## src/rtl/nextpc_pkg.sv

```systemverilog
package nextpc_pkg;

    typedef enum logic [1:0] {
        ROUTE_SEQ    = 2'd0,
        ROUTE_BRANCH = 2'd1,
        ROUTE_JUMP   = 2'd2
    } route_e;

endpackage

```

## src/rtl/pc_incrementer.sv

```systemverilog
module pc_incrementer #(
    parameter int ADDR_W = 32,
    parameter int STEP   = 4
) (
    input  logic [ADDR_W-1:0] pc_in,
    output logic [ADDR_W-1:0] seq_out
);

    localparam logic [ADDR_W-1:0] STEP_V = ADDR_W'(STEP);

    assign seq_out = pc_in + STEP_V;

endmodule

```

## src/rtl/branch_target_gen.sv

```systemverilog
module branch_target_gen #(
    parameter int ADDR_W = 32,
    parameter int DISP_W = 16,
    parameter int SHIFT  = 2
) (
    input  logic [ADDR_W-1:0] base,
    input  logic [DISP_W-1:0] disp,
    output logic [ADDR_W-1:0] target
);

    localparam int EXT_W = ADDR_W - DISP_W - SHIFT;

    logic [ADDR_W-1:0] offset;

    generate
        if (SHIFT > 0) begin : g_shifted
            assign offset = {{EXT_W{disp[DISP_W-1]}}, disp, {SHIFT{1'b0}}};
        end else begin : g_plain
            assign offset = {{EXT_W{disp[DISP_W-1]}}, disp};
        end
    endgenerate

    assign target = base + offset;

endmodule

```

## src/rtl/jump_target_gen.sv

```systemverilog
module jump_target_gen #(
    parameter int ADDR_W  = 32,
    parameter int FIELD_W = 26,
    parameter int SHIFT   = 2
) (
    input  logic [ADDR_W-1:0]  base,
    input  logic [FIELD_W-1:0] field,
    output logic [ADDR_W-1:0]  target
);

    localparam int HI_W = ADDR_W - FIELD_W - SHIFT;

    generate
        if (SHIFT > 0) begin : g_shifted
            assign target = {base[ADDR_W-1 -: HI_W], field, {SHIFT{1'b0}}};
        end else begin : g_plain
            assign target = {base[ADDR_W-1 -: HI_W], field};
        end
    endgenerate

endmodule

```

## src/rtl/next_pc_select.sv

```systemverilog
module next_pc_select
    import nextpc_pkg::*;
#(
    parameter int ADDR_W = 32
) (
    input  logic              is_branch,
    input  logic              is_jump,
    input  logic              alu_zero,
    input  logic [ADDR_W-1:0] seq_addr,
    input  logic [ADDR_W-1:0] br_addr,
    input  logic [ADDR_W-1:0] jmp_addr,
    output route_e            route,
    output logic [ADDR_W-1:0] pc_next
);

    // Route decision: jump outranks branch, branch needs its condition.
    always_comb begin
        if (is_jump) begin
            route = ROUTE_JUMP;
        end else if (is_branch && alu_zero) begin
            route = ROUTE_BRANCH;
        end else begin
            route = ROUTE_SEQ;
        end
    end

    // Output mux driven by the route.
    always_comb begin
        pc_next = seq_addr;
        unique case (route)
            ROUTE_SEQ:    pc_next = seq_addr;
            ROUTE_BRANCH: pc_next = br_addr;
            ROUTE_JUMP:   pc_next = jmp_addr;
            default:      pc_next = seq_addr;
        endcase
    end

endmodule

```

## src/rtl/next_pc_unit.sv

```systemverilog
module next_pc_unit
    import nextpc_pkg::*;
#(
    parameter int ADDR_W      = 32,
    parameter int DISP_W      = 16,
    parameter int JFIELD_W    = 26,
    parameter int INSTR_BYTES = 4
) (
    input  logic [ADDR_W-1:0]   pc_cur,
    input  logic [DISP_W-1:0]   br_disp,
    input  logic [JFIELD_W-1:0] jmp_field,
    input  logic                is_branch,
    input  logic                is_jump,
    input  logic                alu_zero,
    output logic [ADDR_W-1:0]   pc_next
);

    localparam int ALIGN_SH = $clog2(INSTR_BYTES);

    logic [ADDR_W-1:0] seq_addr;
    logic [ADDR_W-1:0] br_addr;
    logic [ADDR_W-1:0] jmp_addr;
    route_e            route;

    pc_incrementer #(
        .ADDR_W (ADDR_W),
        .STEP   (INSTR_BYTES)
    ) u_inc (
        .pc_in   (pc_cur),
        .seq_out (seq_addr)
    );

    branch_target_gen #(
        .ADDR_W (ADDR_W),
        .DISP_W (DISP_W),
        .SHIFT  (ALIGN_SH)
    ) u_br (
        .base   (seq_addr),
        .disp   (br_disp),
        .target (br_addr)
    );

    jump_target_gen #(
        .ADDR_W  (ADDR_W),
        .FIELD_W (JFIELD_W),
        .SHIFT   (ALIGN_SH)
    ) u_jmp (
        .base   (seq_addr),
        .field  (jmp_field),
        .target (jmp_addr)
    );

    next_pc_select #(
        .ADDR_W (ADDR_W)
    ) u_sel (
        .is_branch (is_branch),
        .is_jump   (is_jump),
        .alu_zero  (alu_zero),
        .seq_addr  (seq_addr),
        .br_addr   (br_addr),
        .jmp_addr  (jmp_addr),
        .route     (route),
        .pc_next   (pc_next)
    );

endmodule

```

## config.mk

```make
export PLATFORM = sky130hd
export DESIGN_NAME = next_pc_unit
export DESIGN_NICKNAME = d
export VERILOG_FILES = /design/src/rtl/nextpc_pkg.sv /design/src/rtl/pc_incrementer.sv /design/src/rtl/branch_target_gen.sv /design/src/rtl/jump_target_gen.sv /design/src/rtl/next_pc_select.sv /design/src/rtl/next_pc_unit.sv
export SDC_FILE = /design/constraint.sdc
export NUM_CORES = 1
export LEC_CHECK = 0
export ABC_CLOCK_PERIOD_IN_PS = 12600
export BUFFER_PORTS_ARGS = -buffer_cell sky130_fd_sc_hd__buf_2
export CORE_AREA = 2 2 72 88
export DETAILED_ROUTE_END_ITERATION = 16
export DIE_AREA = 0 0 74 90
export PLACE_DENSITY = 0.75
export SYNTH_ARGS = -nofsm -noshare
export SYNTH_HDL_FRONTEND = slang
export SYNTH_SLANG_ARGS = --single-unit
export TNS_END_PERCENT = 20
```

## constraint.sdc

```tcl
create_clock -name vclk -period 12.6
set_input_delay 3.15 -clock vclk [all_inputs]
set_output_delay 3.15 -clock vclk [all_outputs]
set_load 0.1 [all_outputs]
```

== After elaboration in Yosys (flattened, before gate mapping) ==
Cells that the tools add are included.
Word-level totals
  register bits: 0
  input port bits: 77
  output and inout port bits: 32
Operators by class
  add/subtract/negate cells: 2
  equality and inequality tests: 2
  multiplexer cells: 3
  reductions and logical operators: 1
Operators by type and width (number)
  one-hot mux 32 bit (2 select lines): 1
  adder 32 x 3 -> 32 bit, second input constant: 1
  adder 32 bit: 1
  == test 2 x 1 -> 1 bit, second input constant: 1
  == test 2 bit, second input constant: 1
  2-to-1 mux 2 bit: 1
  logical AND 1 bit: 1
  2-to-1 mux 1 bit: 1

== Logic depth before layout (Yosys ltp) ==
Gate-level depths: netlist (run 1).
  depth after elaboration: 5
  mapped depth: 17
  mapped depth without buffers: 16

== Cells and area by module ==
Synthesis (run 1) repeated with hierarchy kept, for this count alone.
Unflattened totals
  cell total of the unflattened synthesis: 494
  area total of the unflattened synthesis: 3644.7 um2
By module, submodules not included
  branch_target_gen: times used 1, cells each 226, area each 1660.3 um2
  next_pc_select: times used 1, cells each 152, area each 1159.9 um2
  pc_incrementer: times used 1, cells each 83, area each 580.6 um2
  jump_target_gen: times used 1, cells each 33, area each 244.0 um2

== Least setup slack after synthesis (run 1) ==
No wires, ideal clock.
  path kind: input to output
  start point: in pc_cur[6]
  end point: out pc_next[20]
  arrival time: 7883 ps
  path slack: 1567 ps
  stages on the path: 14
  path buffers: 1
  cells stage by stage: nand4_1 -> nor2_1 -> and3_1 -> nand3_1 -> xnor2_1 -> ha_1 -> buf_2 -> a21oi_1 -> o21bai_1 -> a221o_1 -> a21oi_1 -> o21ai_0 -> xnor2_1 -> a221oi_1
Between the ends
  word-level cells in the longest chain between the ends: 3
Ends and longest elaborated chain
  start: declaration: line next_pc_unit.sv:9  | input logic [ADDR_W-1:0] pc_cur,
  adder 32 x 3 -> 32 bit (*): line pc_incrementer.sv:11  | assign seq_out = pc_in + STEP_V;
  adder 32 bit: line branch_target_gen.sv:23  | assign target = base + offset;
  one-hot mux 32 bit (2 select lines) (*): line next_pc_select.sv:30  | unique case (route)
  end: declaration: line next_pc_unit.sv:15  | output logic [ADDR_W-1:0] pc_next
Mark *: on every way between the ends. The rest lies on a longest branch, timed or not.

== Worst setup path after layout (run 1) ==
  start point: in pc_cur[5]
  end point: out pc_next[20]
The elaborated chain is that of the path after synthesis.

==> results.md, run 1 <==
* Routed wire length at 8.71 mm
* Synthesized instance count at 436
* Core Region at 0.00586 mm2
* Final Slew Violations at 0
* Starting Density at 48.1%
* Peak VDD IR at 0.0410 mV
* PwrDens at 66.2 mW/mm2
* Max-cap violations at 0
* Largest cells by area after synthesis: ha_1 (16%), xnor2_1 (11%), a21oi_1 (9.6%), nand2_1 (7.2%), xor2_1 (5.3%)
* Critical Path RT at 9450 ps
* Largest net degree at the start of global routing at 35
* Chip height at 90 um
* Cell Rows at 31
* Layout cells sized above 1 at 23.8%
* GR Util All Layers at 25.2%
* Initial antenna violation count at 0
* CP Class: in2out
* Post-synth top area share at 15.6%
* Crit Path Max Fanout at 9
* Gpl congestion at 0.900
* Syn nets at 549
* HP Class: in2out
* Clkbuf count at 0
* Routed vias at 3495
* ANT nets after route at 0
* # hold bufs at CTS at 0
* F_max at 0.100 GHz
* Setup crit end kind: output pin
* Synth warnings at 0
* Flip-flop and latch count at 0
* Slew margin rel. at 49.0%
* Period utilisation layout at 79.4%
* DRC Markers at 0
* Cell variety after synth at 51
* Die Area at 0.00666 mm2
* Startpoint types: input pin
* Final #Nets at 641
* HPWL after DPL at 7.19 mm
* Area delta synth->final at 20.3%
* Reg area at 0 um2
* Seq/Total Area, Yosys at 0%
* CTS resizes at 0
* Wire length of the first global-routing pass at 13.9 mm
* Worst-margin pin slew at 760 ps
* Syn avg cell area at 6.46 um2
* # fillers at 599
* Wire length per cell at 14.3 um
* Vias in the first global route at 3078
* Mapped Area at 0.00282 mm2
* Critical Path AT at 6850 ps
* Number of I/O port buffers at 109
* Initial DRC Count at 141
* Final hold violations at 0
* Diodes inserted at 0
* Global route overflow at 0
* # setup viols final at 0
* Avg Vias per Cell at 5.75
* Boundary pin count at 109
* Setup TNS at 0 ps
* Commonest non-fill, non-tap cell in the layout: buf_2
* Synth area leader: ha_1
* Most frequent cells in the layout: buf_2 (109), nand2_1 (54), a21oi_1 (54)
* Leakage at 1.52 nW
* DRT Pass-1 Iters at 4
* Minimum clock period at 10000 ps
* Status: completed
* RSZ-0062 raised after global routing: no
* Post-CTS setup repair buffer count at 0
* Die width at 74 um
* Worst hold slack at 6770 ps
[through the flow]
step	cells	util (%)	cell area, um2	setup slack [ps]	total power, mW
floorplan	436	-	2820	1570	0.177
global placement	608	57.8	3390	2670	0.220
detailed placement	608	57.8	3390	2610	0.222
CTS	608	57.8	3390	2610	0.223
global route	608	57.8	3390	2250	0.241
finish	608	57.8	3390	2600	0.224
[cells by family (layout without fill, tap and decap cells)]
kind of cell	Yosys count	after routing	share of synthesized area, %
and+or+nand+nor	158	158	27.1
xor gates and xnor gates	53	53	16.5
adders and majority gates	36	36	16.3
buffers and inverters	40	130	5.69
AOI/OAI and AO/OA	144	144	32.5
muxes	5	5	1.96
[final timing paths]
check	start	endpoint	slack [ps]	cells past startpoint
worst max-delay path	pc_cur[5]	pc_next[20]	2600	15
worst min-delay path	jmp_field[11]	pc_next[13]	6770	4
[power breakdown]
part	leakage, nW	total, mW	internal (mW)	switching, mW
Clock	0	0	0	0
Combinational	1.52	0.224	0.0660	0.158
Sequential	0	0	0	0
[area by class of cell]
cell class / instances / area, um2 / share of cell area [%]
multi-input combinational: 396 / 2660 / 78.4
tap: 82 / 103 / 3.03
timing repair buffer: 110 / 553 / 16.3
inverter: 20 / 75.1 / 2.22
[worst max-delay path: stages]
cell and delay [ps]:
buf_2 130, nand4_1 180, nor2_1 320, and3_1 260
nand3_1 100, xnor2_1 200, ha_1 370, a21oi_1 320
o21bai_1 100, a221o_1 350, a21oi_1 280, o21ai_0 200
xnor2_1 150, a221oi_1 260, buf_2 470
[routing by layer]
| metal | up-vias | share of wire (%) | global-route usage, % |
|---|---|---|---|
| met5 | - | 0 | 0 |
| met4 | 0 | 2.6 | 5.30 |
| met1 | 1577 | 43 | 32.5 |
| met2 | 133 | 48 | 45.5 |
| li1 | 1769 | - | - |
| met3 | 16 | 6.7 | 0.448 |
[cells in the mapped netlist (all sizes together) (2+ instances only)]
master	n
nor2b	7
clkbuf	11
o21bai	3
nand2	54
a21o	9
nand2b	5
or3	5
and2	2
nand4	16
o21a	11
xor2	17
nor3	11
inv	19
mux2	4
o31ai	3
o21ai	33
and3	5
o211ai	11
nand3	18
o2111ai	2
a221oi	3
a21oi	54
and4	2
xnor2	36
a211oi	3
buf	9
ha	35
a31oi	4
nor2	31
No activity file was read; power rests on OpenSTA's default activity.
==> run 2: changes to the inputs <==
--- a/config.mk
+++ b/config.mk
@@ -5,12 +5,13 @@
 export SDC_FILE = /design/constraint.sdc
 export NUM_CORES = 1
 export LEC_CHECK = 0
-export ABC_CLOCK_PERIOD_IN_PS = 12600
+export ABC_AREA = 1
+export ABC_CLOCK_PERIOD_IN_PS = 10100
 export BUFFER_PORTS_ARGS = -buffer_cell sky130_fd_sc_hd__buf_2
-export CORE_AREA = 2 2 72 88
+export CORE_AREA = 2 2 80 98
 export DETAILED_ROUTE_END_ITERATION = 16
-export DIE_AREA = 0 0 74 90
-export PLACE_DENSITY = 0.75
+export DIE_AREA = 0 0 82 100
+export PLACE_DENSITY = 0.72
 export SYNTH_ARGS = -nofsm -noshare
 export SYNTH_HDL_FRONTEND = slang
 export SYNTH_SLANG_ARGS = --single-unit
==> constraint.sdc (replaced) <==
create_clock -name vclk -period 10.1
set_input_delay 2.525 -clock vclk [all_inputs]
set_output_delay 2.525 -clock vclk [all_outputs]
set_load 0.1 [all_outputs]
==> results.md, run 2 <==
* Syn nets at 834 (+52%)
* DRC Markers at 0 (unchanged)
* Final design area excluding fillers at 0.00418 mm2 (+23%)
* Global route overflow at 0 (unchanged)
* Crit Path Max Fanout at 4 (-5)
* Wire length per cell at 14.4 um (+0.78%)
* Setup crit end kind: output pin
* CP bufs+invs at 3 (+1)
* Routed vias at 4841 (+39%)
* Post-synth top area share at 30.6% (+15 points)
* DRT Pass-1 Iters at 7 (+3)
* Critical Path RT at 7580 ps (-1870 ps)
* Area delta synth->final at 18.3%
* Status: completed
* F_max at 0.120 GHz
* Clkbuf count at 0 (unchanged)
* Diodes inserted at 0 (unchanged)
* Flip-flop and latch count at 0 (unchanged)
* Multi-input logic area at 0.00304 mm2 (+15%)
* Worst hold slack at 5490 ps (-1280 ps)
* Die width at 82 um (+11%)
* Final hold violations at 0 (unchanged)
* # hold bufs at CTS at 0 (unchanged)
* Syn avg cell area at 4.90 um2 (-24%)
* Slew margin rel. at 49.7% (+0.68 points)
* # setup viols final at 0 (unchanged)
* Minimum clock period at 8310 ps
* Pre-CTS setup slack at 1850 ps (-769 ps)
* ANT nets after route at 0 (unchanged)
* CP Class: in2out
* Core Region at 0.00736 mm2 (+26%)
* # fillers at 857 (+43%)
* Cell variety after synth at 35 (-31%)
* Worst-margin pin slew at 750 ps (-10.1 ps)
* Startpoint types: input pin
* CTS resizes at 0 (unchanged)
* Vias in the first global route at 4454 (+45%)
* Cell Chain, Critical Path: buf_2 -> ha_1 -> nand2_2 -> nor2_4 -> inv_1 -> nor2_1 -> xor2_1 -> ha_1 -> nand2_1 -> nand2_1 -> a21oi_1 -> o21ai_0 -> a21oi_1 -> nand2_1 -> nand2_1 -> nand3_1 -> nand2_1 -> buf_2
* Final Slew Violations at 0 (unchanged)
* Max-cap violations at 0 (unchanged)
* Placed inst area at 0.00418 mm2 (+23%)
* Synth area leader: nand2_1
* Largest net degree at the start of global routing at 31 (-11%)
* RSZ-0062 raised after global routing: no
* Chip height at 100 um (+11%)
* Slowest cell on the critical path: xor2_1
* Boundary pin count at 109 (unchanged)
* PwrDens at 71.2 mW/mm2 (+7.5%)
* Number of I/O port buffers at 109 (unchanged)
* Synth warnings at 0 (unchanged)
* Top delay family on crit path: simple AND/OR/NAND/NOR gates
* Initial DRC Count at 277 (+96%)
* Gpl congestion at 1.06 (+18%)
* Routed wire length at 13.2 mm (+52%)
* HP Class: in2out
* Avg Vias per Cell at 5.28 (-8.2%)
* Post-synth top cells: nand2_1 (288), inv_1 (116), nand3_1 (70)
* Period utilisation layout at 82.2%
* Initial antenna violation count at 0 (unchanged)
* Synthesized instance count at 721 (+65%)
* Starting Density at 48.0% (-0.073 points)
* Most frequent cells in the layout: nand2_1 (288), inv_1 (116), buf_2 (109)
* Wire length of the first global-routing pass at 20.6 mm (+48%)
* Final #Nets at 940 (+47%)
* GR Util All Layers at 32.1% (+6.9 points)
* Layout cells sized above 1 at 17.1% (-6.7 points)
* Critical Path AT at 5780 ps (-1070 ps)
* Seq/Total Area, Yosys at 0% (unchanged)
* HPWL after DPL at 11.4 mm (+59%)
* Critical Path Max Stage Delay at 460 ps (about the same)
* Final Worst Setup Slack at 1790 ps (-807 ps)
* Post-CTS setup repair buffer count at 0 (unchanged)
* Mapped Area at 0.00353 mm2 (+25%)
* Peak VDD IR at 0.0665 mV (+62%)
* Most frequent cell after synthesis: nand2_1
* Die Area at 0.00820 mm2 (+23%)
* Most used cell along the critical path: nand2_1
* Setup TNS at 0 ps (unchanged)
* Cell Rows at 35 (+13%)
* Reg area at 0 um2 (unchanged)
* Leakage at 2.59 nW (+70%)
* Largest cells by area after synthesis: nand2_1 (31%), ha_1 (12%), inv_1 (12%), nand3_1 (9.9%), nor2_1 (6.0%)
* Commonest non-fill, non-tap cell in the layout: nand2_1
==> run 2: cell types whose count changed after synthesis, moves of 19 or more <==
cell | previous run | this run
a21oi_1 | 54 | 35
inv_1 | 19 | 116
nand2_1 | 54 | 288
nand3_1 | 18 | 70
nor2_1 | 30 | 56
xnor2_1 | 36 | 3
==> run 2: per-stage QoR <==
step / util, % / instances / total power [mW]
3_5_place_dp: 56.8 / 917 / 0.294
4_1_cts: 56.8 / 917 / 0.295
3_3_place_gp: 56.8 / 917 / 0.291
5_1_grt: 56.8 / 917 / 0.322
6_report: 56.8 / 917 / 0.297
2_1_floorplan: - / 721 / 0.220
==> run 2: power breakdown <==
part	switching, mW	internal [mW]
Combinational	0.223	0.0739
Sequential	0	0
Clock	0	0
Total	0.223	0.0739
==> run 2: worst paths after layout <==
check,cells after the start,startpoint,to
worst max-delay path,18,pc_cur[2],pc_next[29]
worst min-delay path,4,pc_cur[1],pc_next[1]
==> run 2: metal layers <==
layer	vias up	global-route usage (%)	share of wire, %	wire, um
met5	-	0	0	0
met4	0	10.9	3.7	493
met3	32	1.35	5.7	756
met2	185	58.9	50	6620
met1	2139	39.1	41	5370
li1	2485	-	-	-
==> run 2: area by class of cell <==
cell class | count | share of cell area, %
multi-input cells | 592 | 72.9
repair buffers | 111 | 13.4
inverters | 122 | 11.0
well taps | 92 | 2.76
==> run 2: logic make-up (layout without fill, tap and decap cells) <==
family	Yosys count	count (layout)	share of synthesized area [%]
simple gates	471	471	57.8
buf+inv	129	233	13.8
fa+ha+maj	36	36	13.0
compound gates	65	65	10.3
xor+xnor	20	20	5.17
==> run 3: changes to the inputs <==
--- a/config.mk
+++ b/config.mk
@@ -6,7 +6,7 @@
 export NUM_CORES = 1
 export LEC_CHECK = 0
 export ABC_AREA = 1
-export ABC_CLOCK_PERIOD_IN_PS = 10100
+export ABC_CLOCK_PERIOD_IN_PS = 8600
 export BUFFER_PORTS_ARGS = -buffer_cell sky130_fd_sc_hd__buf_2
 export CORE_AREA = 2 2 80 98
 export DETAILED_ROUTE_END_ITERATION = 16
==> constraint.sdc (replaced) <==
create_clock -name vclk -period 8.6
set_input_delay 2.15 -clock vclk [all_inputs]
set_output_delay 2.15 -clock vclk [all_outputs]
set_load 0.1 [all_outputs]
==> results.md, run 3 (same netlist as run 2, synthesis figures left out) <==
* Final #Nets at 940 (unchanged)
* Worst-margin pin slew at 736 ps (-14.1 ps)
* Routed vias at 4895 (+1.1%)
* Die Area at 0.00820 mm2 (unchanged)
* Final Worst Setup Slack at 1050 ps (-740 ps)
* Pre-CTS setup slack at 1070 ps (-777 ps)
* Chip height at 100 um (unchanged)
* Critical Path AT at 5400 ps (-380 ps)
* Largest net degree at the start of global routing at 31 (unchanged)
* HPWL after DPL at 11.3 mm (-1.3%)
* ANT nets after route at 0 (unchanged)
* Number of I/O port buffers at 109 (unchanged)
* Flip-flop and latch count at 0 (unchanged)
* Slew margin rel. at 50.6% (+0.95 points)
* Finished Layout Cells at 917 (unchanged)
* Clkbuf count at 0 (unchanged)
* Routed wire length at 13.2 mm (unchanged)
* Cell Chain, Critical Path: buf_2 -> ha_1 -> nand2_2 -> nor2_4 -> inv_1 -> nor2_1 -> xor2_1 -> ha_1 -> nand2_1 -> nand2_1 -> a21oi_1 -> o21ai_0 -> a21oi_1 -> nand2_1 -> nand2_1 -> nand3_1 -> nand2_1 -> buf_2
* Most frequent cells in the layout: nand2_1 (288), inv_1 (116), buf_2 (109)
* Startpoint types: input pin
* Layout cells sized above 1 at 17.1% (unchanged)
* PwrDens at 83.5 mW/mm2 (+17%)
* GR Util All Layers at 31.9% (-0.27 points)
* Core Region at 0.00736 mm2 (unchanged)
* RSZ-0062 raised after global routing: no
* HP Class: in2out
* F_max at 0.133 GHz
* DRT Pass-1 Iters at 5 (-2)
* Cell Rows at 35 (unchanged)
* Setup TNS at 0 ps (unchanged)
* Reg area at 0 um2 (unchanged)
* Period utilisation layout at 87.7%
* Peak VDD IR at 0.0614 mV (-7.7%)
* Gpl congestion at 0.944 (-11%)
* Global route overflow at 0 (unchanged)
* # fillers at 813 (-5.1%)
* CP Class: in2out
* Wire length of the first global-routing pass at 20.7 mm (+0.23%)
* CP bufs+invs at 3 (unchanged)
* # hold bufs at CTS at 0 (unchanged)
* Avg Vias per Cell at 5.34 (+1.1%)
* Fin util at 56.8% (unchanged)
* Commonest non-fill, non-tap cell in the layout: nand2_1
* Top delay family on crit path: simple AND/OR/NAND/NOR gates
* Boundary pin count at 109 (unchanged)
* Initial DRC Count at 241 (-13%)
* Setup crit end kind: output pin
* Pwr Total at 0.349 mW (+17%)
* Diodes inserted at 0 (unchanged)
* Max-cap violations at 0 (unchanged)
* Die width at 82 um (unchanged)
* Minimum clock period at 7550 ps
* Final hold violations at 0 (unchanged)
* Post-CTS setup repair buffer count at 0 (unchanged)
* Vias in the first global route at 4583 (+2.9%)
* Leakage at 2.59 nW (about the same)
* Final Slew Violations at 0 (unchanged)
* Crit Path Max Fanout at 4 (unchanged)
* Critical Path RT at 6450 ps (-1130 ps)
* Starting Density at 48.0% (unchanged)
* DRC Markers at 0 (unchanged)
* Status: completed
* # setup viols final at 0 (unchanged)
* Critical Path Max Stage Delay at 470 ps (about the same)
* Placed inst area at 0.00418 mm2 (unchanged)
* Slowest cell on the critical path: xor2_1
* Final design area excluding fillers at 0.00418 mm2 (unchanged)
* Area delta synth->final at 18.3% (unchanged)
* Dpl cells at 917 (unchanged)
* Worst hold slack at 4750 ps (-739 ps)
* Most used cell along the critical path: nand2_1
* CTS resizes at 0 (unchanged)
* Wire length per cell at 14.4 um (unchanged)
* Initial antenna violation count at 0 (unchanged)
==> run 3: area by class of cell <==
type               count  area, um2  area share [%]
multi-input cells    592       3040            72.9
repair buffers       111        561            13.4
inverters            122        458            11.0
well taps             92        115            2.76
==> run 3: path summary, 6_finish.rpt <==
check / startpoint / to / slack [ps] / cells past startpoint
max: pc_cur[2] / pc_next[29] / 1050 / 18
min: pc_cur[1] / pc_next[1] / 4750 / 4
==> run 3: where the power goes <==
part	internal [mW]	switching (mW)	total [mW]	leakage, nW
combinational	0.0870	0.262	0.349	2.59
sequential	0	0	0	0
clock	0	0	0	0
total	0.0870	0.262	0.349	2.59
==> run 3: layer usage <==
metal / up-vias / global-route usage (%) / share of wire [%] / routed length, um
met5: - / 0 / 0 / 0
met4: 0 / 8.33 / 2.5 / 329
met3: 22 / 1.71 / 5.7 / 759
met2: 196 / 59.8 / 51 / 6790
met1: 2197 / 38.4 / 41 / 5370
li1: 2480 / - / - / -
